`config.mk`:
```
export PLATFORM = sky130hd
export DESIGN_NAME = rail_reset_ctrl
export DESIGN_NICKNAME = d
export VERILOG_FILES = /design/src/rtl/rrc_pkg.sv /design/src/rtl/rrc_sync.sv /design/src/rtl/rrc_deglitch.sv /design/src/rtl/rrc_seq.sv /design/src/rtl/rail_reset_ctrl.sv
export SDC_FILE = /design/constraint.sdc
export NUM_CORES = 1
export LEC_CHECK = 0
export BUFFER_PORTS_ARGS = -buffer_cell sky130_fd_sc_hd__buf_2
export CAP_MARGIN = 40
export CORE_ASPECT_RATIO = 1.5
export CORE_MARGIN = 1.5
export CORE_UTILIZATION = 43
export CTS_BUF_LIST = sky130_fd_sc_hd__clkbuf_2
export CTS_CLUSTER_DIAMETER = 30
export DETAILED_ROUTE_END_ITERATION = 6
export GPL_ROUTABILITY_DRIVEN = 0
export PLACE_DENSITY = 0.67
export SYNTH_ARGS = -nofsm -noshare
export SYNTH_HDL_FRONTEND = slang
export SYNTH_SLANG_ARGS = --single-unit
```
`constraint.sdc`:
```
create_clock -name clk_i -period 5.1 [get_ports clk_i]
set_input_delay 1.02 -clock clk_i [delete_from_list [all_inputs] [get_ports clk_i]]
set_output_delay 1.02 -clock clk_i [all_outputs]
set_load 0.01 [all_outputs]
```
`src/rtl/rrc_pkg.sv`:
```
package rrc_pkg;
   typedef enum logic [1:0] {
      ST_IDLE  = 2'd0,
      ST_HOLD  = 2'd1,
      ST_MLOCK = 2'd2,
      ST_MEXIT = 2'd3
   } rrc_state_e;
endpackage

```
`src/rtl/rrc_sync.sv`:
```
module rrc_sync #(
   parameter int unsigned W = 1,
   parameter int unsigned STAGES = 2,
   parameter logic [W-1:0] RST_VAL = '0
) (
   input  logic         clk_i,
   input  logic         rst_ni,
   input  logic [W-1:0] d_i,
   output logic [W-1:0] q_o
);
   logic [W-1:0] pipe [STAGES];

   always_ff @(posedge clk_i or negedge rst_ni) begin
      if (!rst_ni) begin
         for (int s = 0; s < STAGES; s++) pipe[s] <= RST_VAL;
      end else begin
         pipe[0] <= d_i;
         for (int s = 1; s < STAGES; s++) pipe[s] <= pipe[s-1];
      end
   end

   assign q_o = pipe[STAGES-1];
endmodule

```
`src/rtl/rrc_deglitch.sv`:
```
module rrc_deglitch #(
   parameter int unsigned FILT = 4,
   parameter logic RST_VAL = 1'b1
) (
   input  logic clk_i,
   input  logic rst_ni,
   input  logic raw_i,
   output logic filt_o
);
   generate
      if (FILT <= 1) begin : g_pass
         always_ff @(posedge clk_i or negedge rst_ni) begin
            if (!rst_ni) filt_o <= RST_VAL;
            else         filt_o <= raw_i;
         end
      end else begin : g_count
         localparam int unsigned CW = $clog2(FILT);
         localparam logic [CW-1:0] LAST = CW'(FILT - 1);
         logic [CW-1:0] run_q;

         always_ff @(posedge clk_i or negedge rst_ni) begin
            if (!rst_ni) begin
               filt_o <= RST_VAL;
               run_q  <= '0;
            end else if (raw_i == filt_o) begin
               run_q <= '0;
            end else if (run_q == LAST) begin
               filt_o <= raw_i;
               run_q  <= '0;
            end else begin
               run_q <= run_q + 1'b1;
            end
         end
      end
   endgenerate
endmodule

```
`src/rtl/rrc_seq.sv`:
```
module rrc_seq
   import rrc_pkg::*;
#(
   parameter int unsigned N = 4,
   parameter int unsigned CNT_W = 32,
   parameter int unsigned MARGIN_DLY = 6
) (
   input  logic             clk_i,
   input  logic             rst_ni,
   input  logic [N-1:0]     rail_low_i,
   input  logic             mr_act_i,
   input  logic             uv_i,
   input  logic             mg_i,
   input  logic             wd_evt_i,
   input  logic [CNT_W-1:0] hold_len_i,
   output logic             sys_rst_n_o,
   output logic [N-1:0]     rail_n_o,
   output rrc_state_e       state_o
);
   localparam logic [CNT_W-1:0] MDLY = CNT_W'(MARGIN_DLY - 1);

   rrc_state_e       st_q, st_n;
   logic [CNT_W-1:0] cnt_q, cnt_n;
   logic             pend_q, pend_n;
   logic             rst_q, rst_n;
   logic [N-1:0]     rail_q, rail_n;
   logic             fault;
   logic [CNT_W-1:0] reload;

   assign fault  = (|rail_low_i) | mr_act_i;
   assign reload = hold_len_i - 1'b1;

   always_comb begin
      st_n   = st_q;
      cnt_n  = cnt_q;
      pend_n = pend_q;
      rst_n  = rst_q;
      rail_n = rail_q;
      if (uv_i) begin
         st_n   = ST_HOLD;
         cnt_n  = reload;
         pend_n = 1'b0;
         rst_n  = 1'b0;
         rail_n = '0;
      end else begin
         unique case (st_q)
            ST_IDLE, ST_HOLD: begin
               if (mg_i) begin
                  st_n   = ST_MLOCK;
                  cnt_n  = MDLY;
                  pend_n = wd_evt_i;
               end else begin
                  rail_n = ~rail_low_i;
                  if (fault || wd_evt_i) begin
                     st_n  = ST_HOLD;
                     cnt_n = reload;
                     rst_n = 1'b0;
                  end else if (st_q == ST_HOLD && cnt_q != '0) begin
                     cnt_n = cnt_q - 1'b1;
                     rst_n = 1'b0;
                  end else begin
                     st_n  = ST_IDLE;
                     rst_n = 1'b1;
                  end
               end
            end
            ST_MLOCK: begin
               pend_n = pend_q | wd_evt_i;
               if (!mg_i) begin
                  st_n   = ST_MEXIT;
                  cnt_n  = MDLY;
                  rst_n  = 1'b1;
                  rail_n = '1;
               end else if (cnt_q != '0) begin
                  cnt_n = cnt_q - 1'b1;
               end else begin
                  rst_n  = 1'b1;
                  rail_n = '1;
               end
            end
            ST_MEXIT: begin
               pend_n = pend_q | wd_evt_i;
               rst_n  = 1'b1;
               rail_n = '1;
               if (mg_i) begin
                  st_n  = ST_MLOCK;
                  cnt_n = '0;
               end else if (cnt_q != '0) begin
                  cnt_n = cnt_q - 1'b1;
               end else begin
                  pend_n = 1'b0;
                  rail_n = ~rail_low_i;
                  if (pend_q || wd_evt_i || fault) begin
                     st_n  = ST_HOLD;
                     cnt_n = reload;
                     rst_n = 1'b0;
                  end else begin
                     st_n = ST_IDLE;
                  end
               end
            end
            default: st_n = ST_HOLD;
         endcase
      end
   end

   always_ff @(posedge clk_i or negedge rst_ni) begin
      if (!rst_ni) begin
         st_q   <= ST_HOLD;
         cnt_q  <= '0;
         pend_q <= 1'b0;
         rst_q  <= 1'b0;
         rail_q <= '0;
      end else begin
         st_q   <= st_n;
         cnt_q  <= cnt_n;
         pend_q <= pend_n;
         rst_q  <= rst_n;
         rail_q <= rail_n;
      end
   end

   assign sys_rst_n_o = rst_q;
   assign rail_n_o    = rail_q;
   assign state_o     = st_q;
endmodule

```
`src/rtl/rail_reset_ctrl.sv`:
```
module rail_reset_ctrl
   import rrc_pkg::*;
#(
   parameter int unsigned N = 4,
   parameter int unsigned CNT_W = 32,
   parameter int unsigned HOLD_DEFAULT = 28000000,
   parameter int unsigned MARGIN_DLY = 10000,
   parameter int unsigned MR_FILT = 20,
   parameter int unsigned SYNC_STAGES = 2
) (
   input  logic             clk_i,
   input  logic             rst_ni,
   input  logic [N-1:0]     rail_low_i,
   input  logic             mr_n_i,
   input  logic             wdt_req_i,
   input  logic             uvlo_i,
   input  logic             margin_n_i,
   input  logic [CNT_W-1:0] hold_cfg_i,
   output logic             sys_rst_n_o,
   output logic [N-1:0]     rail_fault_n_o
);
   localparam logic [CNT_W-1:0] HOLD_DEF_V = CNT_W'(HOLD_DEFAULT);
   localparam logic [3:0] CTL_RST = 4'b1101;

   if (N < 1) begin : g_bad_n
      $error("rail_reset_ctrl: N must be at least 1");
   end
   if (CNT_W < 2 || CNT_W > 32) begin : g_bad_w
      $error("rail_reset_ctrl: CNT_W out of range 2..32");
   end
   if (HOLD_DEFAULT < 1 || MARGIN_DLY < 1) begin : g_bad_dly
      $error("rail_reset_ctrl: delays must be at least one cycle");
   end
   if (SYNC_STAGES < 2) begin : g_bad_sync
      $error("rail_reset_ctrl: SYNC_STAGES must be at least 2");
   end

   logic [N-1:0]     rl_s;
   logic [3:0]       ctl_s;
   logic             mr_raw, mr_filt, mr_act;
   logic             wd_s, wd_d, wd_evt;
   logic             uv_s, mg_s;
   logic [CNT_W-1:0] hold_len;
   rrc_state_e       state_w;

   rrc_sync #(.W(N), .STAGES(SYNC_STAGES), .RST_VAL('0)) u_rail_sync (
      .clk_i(clk_i), .rst_ni(rst_ni), .d_i(rail_low_i), .q_o(rl_s));

   rrc_sync #(.W(4), .STAGES(SYNC_STAGES), .RST_VAL(CTL_RST)) u_ctl_sync (
      .clk_i(clk_i), .rst_ni(rst_ni),
      .d_i({margin_n_i, uvlo_i, wdt_req_i, mr_n_i}), .q_o(ctl_s));

   assign mr_raw = ctl_s[0];
   assign wd_s   = ctl_s[1];
   assign uv_s   = ctl_s[2];
   assign mg_s   = ~ctl_s[3];

   rrc_deglitch #(.FILT(MR_FILT), .RST_VAL(1'b1)) u_mr_filt (
      .clk_i(clk_i), .rst_ni(rst_ni), .raw_i(mr_raw), .filt_o(mr_filt));

   assign mr_act = ~mr_filt;

   always_ff @(posedge clk_i or negedge rst_ni) begin
      if (!rst_ni) wd_d <= 1'b0;
      else         wd_d <= wd_s;
   end
   assign wd_evt = wd_s & ~wd_d;

   assign hold_len = (hold_cfg_i == '0) ? HOLD_DEF_V : hold_cfg_i;

   rrc_seq #(.N(N), .CNT_W(CNT_W), .MARGIN_DLY(MARGIN_DLY)) u_seq (
      .clk_i(clk_i), .rst_ni(rst_ni), .rail_low_i(rl_s), .mr_act_i(mr_act),
      .uv_i(uv_s), .mg_i(mg_s), .wd_evt_i(wd_evt), .hold_len_i(hold_len),
      .sys_rst_n_o(sys_rst_n_o), .rail_n_o(rail_fault_n_o), .state_o(state_w));
endmodule

```
Yosys cells after proc, flatten, opt, wreduce, memory -nomap -nowiden
Index checks and enable logic that the tools add are counted.

Bits in registers: 63. Input port bits: 42.

Reduce and logical (&&, ||, !) cells: 13. Muxes and demuxes: 44. Bitwise operators: 7. Equal/unequal tests: 14. $add $sub $neg: 3.

Operators by type and width (number): $mux W32 (10); $pmux W32 S3 (1); $sub A32 B1 Y32 const B (2); $logic_not A32 Y1 (1); $reduce_bool A32 Y1 (1); $mux W4 (6); $mux W1 (14); $mux W2 (7); $pmux W4 S3 (1); $mux W5 (2); $ne A5 B3 Y1 const B (2); $ne A3 B3 Y1 const B (3); $ne A4 B4 Y1 const B (2); $pmux W1 S3 (2); $pmux W2 S3 (1); $reduce_and A3 Y1 (2); $add A5 B1 Y5 const B (1); $eq A5 B5 Y1 const B (1); $ne A5 B4 Y1 const B (1); $eq A2 B2 Y1 const B (2); $ne A4 B3 Y1 const B (1); $not A4 Y4 (1); $reduce_and A2 Y1 (2); $reduce_or A4 Y1 (1); other kinds (9) (14).

Depth between registers and ports, before layout
Depth in word-level cells: 9. Depth in mapped cells: 11. Mapped depth without buffers: 9.

Modules after synthesis
From an unflattened synthesis, not the netlist that was laid out.

Cells, all modules: 530. Area total of the unflattened synthesis: 4644.5 sq um.

By module, submodules not included: rrc_seq (cells each 436, area each 3570.9 sq um, times used 1); rail_reset_ctrl (cells each 48, area each 331.6 sq um, times used 1); rrc_deglitch (cells each 22, area each 274.0 sq um, times used 1); rrc_sync (u_ctl_sync) (cells each 12, area each 237.7 sq um, times used 1); rrc_sync (u_rail_sync) (cells each 12, area each 230.2 sq um, times used 1).

Worst setup path before layout
No wires, ideal clock.

Path kind: input-to-reg. Start point: input hold_cfg_i[5]. End point: register u_seq.cnt_q[29]. Path slack: 1.719 ns. Arrival: 3.262 ns. Stages: 7. Required time: 4.980 ns. Cells stage by stage: or4_1 -> nor4_2 -> nand2_1 -> or3_1 -> nor4b_1 -> mux2_2 -> a31o_1.

Cells in the longest elaborated chain, start to end: 8. Elaborated cells on any way between the ends: 10. Those cells by class: 1 x add/sub; 8 x mux; 1 x reduce/logical.

RTL lines: start, declared (RTL line rail_reset_ctrl.sv:18) `input logic [CNT_W-1:0] hold_cfg_i,`; $logic_not A32 Y1 (RTL line rail_reset_ctrl.sv:69) `assign hold_len = (hold_cfg_i == '0) ? HOLD_DEF_V : hold_cfg_i;`; $mux W32 (*) (RTL line rail_reset_ctrl.sv:69); $sub A32 B1 Y32 (*) (RTL line rrc_seq.sv:31) `assign reload = hold_len_i - 1'b1;`; $mux W32 (RTL line rrc_seq.sv:93) `if (pend_q || wd_evt_i || fault) begin`; $mux W32 (RTL line rrc_seq.sv:88) `end else if (cnt_q != '0) begin`; $mux W32 (RTL line rrc_seq.sv:85) `if (mg_i) begin`; $pmux W32 S3 (RTL line rrc_seq.sv:46) `unique case (st_q)`; $mux W32 (*) (RTL line rrc_seq.sv:39) `if (uv_i) begin`; end signal, assigned (RTL line rrc_seq.sv:116) `cnt_q <= cnt_n;`; end, declared (RTL line rrc_seq.sv:23) `logic [CNT_W-1:0] cnt_q, cnt_n;`.

Mark *: on every way between the ends. The rest lies on a longest branch, timed or not. The select of a mux whose other input is x is not followed. A chain may end at the register's enable or synchronous reset.

Final worst setup path
Start point: register u_ctl_sync.pipe, in the netlist u_ctl_sync.q_o[3]. End point: register u_seq.cnt_q[22].

Cells in the longest elaborated chain, start to end: 3. Elaborated cells on any way between the ends: 9. Those cells by class: 3 x eq/ne; 5 x mux; 1 x reduce/logical.

RTL lines: start, declared (RTL line rrc_sync.sv:11) `logic [W-1:0] pipe [STAGES];`; $mux W32 (on tied branches) (RTL line rrc_seq.sv:85, rrc_seq.sv:48, rrc_seq.sv:69); $pmux W32 S3 (RTL line rrc_seq.sv:46); $mux W32 (RTL line rrc_seq.sv:39).

Parallel ways exist; a longest one is shown, timed or not.

==> impl_metrics.json <==
{
  "ys_ff_latch": 63,
  "synth_edf_count": 0,
  "vias_per_cell": 6.24,
  "nFillCells": 968,
  "clock-sinks": 63,
  "async_flop_share_pct": 100,
  "regArea_um2": 1590,
  "finalCriticalPeriod_ps": 3550,
  "ff2ff_setup_slack_ps": 1550,
  "crit_type": "flip-flop to flip-flop",
  "holdWs_ps": 280,
  "ctsHoldBuffers": 0,
  "dpl_cell_area_um2": 4750,
  "fin_util_pct": 48.2,
  "place_hpwl_mm": 9.42,
  "wirelength_mm": 12.8,
  "crit_path_max_incr_delay_ps": 740,
  "die_width_um": 85.7,
  "cp-start-kind": "flip-flop",
  "required_ps": 5500,
  "yosys-top-cells-area": "dfrtp_1 31%, xnor2_1 5.4%, o21ai_0 5.3%",
  "synth.distinct_cells": 59,
  "p_per_area_nw_per_um2": 228,
  "worst_slew_pin_slew_ps": 988,
  "maxCapViolations": 0,
  "rsz0062_at_grt": "no",
  "io_pins": 47,
  "drtAntennaViolNets": 0,
  "path_max_fanout": 14,
  "port_buffers": 46,
  "drive_gt1_share_pct": 17.2,
  "final_area_um2": 4860,
  "hold_viol_final": 0,
  "areaGrowthSynthToFinish_pct": 10.1,
  "critPathArrivalTime_ps": 3950,
  "clock.fmax_mhz": 282,
  "clock_latency_ps": 530,
  "wl_per_cell_um": 18.6,
  "skew_ps": 45.5,
  "grt_pass1_vias": 4237,
  "synth_top_area_share_pct": 31.2,
  "synthesis.nets": 575,
  "fin_nets": 612,
  "fin_cells": 689,
  "ys.flop_type": "dfrtp_1",
  "ys_warn_count": 0,
  "cp_slowest_cell": "nor4_2",
  "vdd_drop_max_v": 0.000174,
  "grt_max_degree": 59,
  "ctsHtreeMaxLevel": 3,
  "slew_violations": 0,
  "post-route-period-util_pct": 69.6,
  "die-area_um2": 10900,
  "hold_path_class": "primary input to async pin",
  "synth-seq-area-share_pct": 36.0,
  "grt.overflow.total": 0,
  "firstDrtPassIters": 7,
  "syn_inst": 529,
  "vias": 4297,
  "dieHeight_um": 127,
  "slew_headroom_pct": 33.9,
  "multiInputGateArea_um2": 2670,
  "fp-row-count": 45,
  "root_buffer": "clkbuf_2",
  "antenna_found_initial": 1,
  "cts-resized-gates": 0,
  "syn-mean-instance-area_um2": 8.34,
  "p_leak_nw": 1.89,
  "cts_tree": "built",
  "drt_iter0_markers": 384,
  "synthesis.area_um2": 4410,
  "drc": 0,
  "cts_setup_buffers": 0,
  "numCtsBuffers": 9,
  "crit_family": "simple AND/OR/NAND/NOR gates",
  "yosysTopAreaCell": "dfrtp_1",
  "cp_cell_sequence": "or3b_2 > nor4_2 > a211oi_1 > nand2_1 > nand2_1 > o311ai_0",
  "status": "finished, final reports clean",
  "place_inst": 672,
  "clk_pin_slew_ps": 190,
  "finalSetupViolCount": 0,
  "grt_pass1_wl_mm": 21.0,
  "clockBufferDepth": 2,
  "grt_usage_pct": 24.8,
  "fin_tns_setup_ps": 0,
  "path_buf_inv": 0,
  "cp-end-kind": "flip-flop",
  "core_area_um2": 10100,
  "cp_common_cell": "nand2_1",
  "start_util_pct": 43.8
}
per-layer routing:
layer | routed length [µm] | share of wire (%) | vias up | track usage [%]
met4 | 667 | 5.2 | 0 | 15.2
met2 | 6240 | 49 | 159 | 40.9
met1 | 5210 | 41 | 2051 | 29.2
met5 | 0 | 0 | - | 0
met3 | 685 | 5.3 | 48 | 5.43
li1 | - | - | 2039 | -
sequential cells by signal, summed over array words and instances, names as in the netlist:
signal                   cells
u_ctl_sync.pipe              4
u_seq.pend_q                 1
u_mr_filt.g_count.run_q      5
u_ctl_sync.q_o               4
u_seq.rail_n_o               4
u_rail_sync.pipe             4
u_seq.cnt_q                 32
wd_d                         1
u_mr_filt.filt_o             1
u_rail_sync.q_o              4
u_seq.sys_rst_n_o            1
u_seq.state_o                2
worst paths after layout:
| path | startpoint | to | cells past startpoint |
|---|---|---|---|
| setup / recovery | u_ctl_sync.q_o[3]$_DFF_PN1_ | u_seq.cnt_q[22]$_DFFE_PN0P_ | 6 |
| hold / removal | rst_ni | u_seq.cnt_q[20]$_DFFE_PN0P_ | 1 |
| setup reg to reg | u_ctl_sync.q_o[3]$_DFF_PN1_ | u_seq.cnt_q[22]$_DFFE_PN0P_ | 6 |
| hold reg to reg | u_ctl_sync.pipe[5]$_DFF_PN0_ | u_ctl_sync.q_o[1]$_DFF_PN0_ | 0 |
| max in group asynchronous | rst_ni | u_seq.cnt_q[0]$_DFFE_PN0P_ | 2 |
| min in group clk_i | u_ctl_sync.pipe[5]$_DFF_PN0_ | u_ctl_sync.q_o[1]$_DFF_PN0_ | 0 |
power by group:
group / internal, mW / leakage, nW / switching [mW]
clock network: 0.109 / 0.0667 / 0.192
registers: 0.541 / 0.751 / 0.0478
logic: 0.0930 / 1.07 / 0.126
total: 0.743 / 1.89 / 0.365
synth_stat cells (8+ instances only):
library cell,count
nand2b_1,10
dfstp_2,8
nor2_1,35
xnor2_1,27
xor2_1,20
nand2_1,47
nor3_1,26
clkbuf_1,15
nor4_1,19
dfrtp_1,55
nand4_1,10
a21oi_1,46
nand3_1,12
or3_1,12
inv_1,14
buf_2,11
o21ai_0,47
mux2_2,9
per-stage QoR:
stage,power (mW),worst slack (ps)
after floorplan,0.726,1720
after global placement,0.805,1360
after detailed placement,0.813,1300
after CTS,1.11,1540
after global routing,1.17,1310
final,1.11,1550
final cells by class:
| class | count | area share, % |
|---|---|---|
| Timing Repair Buffer | 53 | 5.90 |
| Tap cell | 117 | 3.01 |
| Clock inverter | 7 | 1.31 |
| Sequential cell | 63 | 32.7 |
| Clock buffer | 9 | 0.927 |
| Antenna cell | 1 | 0.0515 |
| Multi-Input combinational cell | 425 | 55.0 |
| Inverter | 14 | 1.08 |
cell usage in the layout (no fill, tap or decap), types with 8 or more instances in the layout:
cell	instances
a21oi_1	46
buf_2	46
clkbuf_2	9
dfrtp_1	55
dfstp_2	8
inv_1	14
mux2_2	9
nand2_1	47
nand2b_1	10
nand3_1	12
nand4_1	10
nor2_1	35
nor3_1	26
nor4_1	19
o21ai_0	47
or3_1	12
xnor2_1	27
xor2_1	20
cells by family after synthesis:
kind of cell	synth area share (%)
xor+xnor	9.33
simple gates	26.4
mux	2.30
fa+ha+maj	1.13
buf+inv	3.89
flops	36.0
compound gates	21.0
Note: power is estimated with default switching activity, not from simulation.
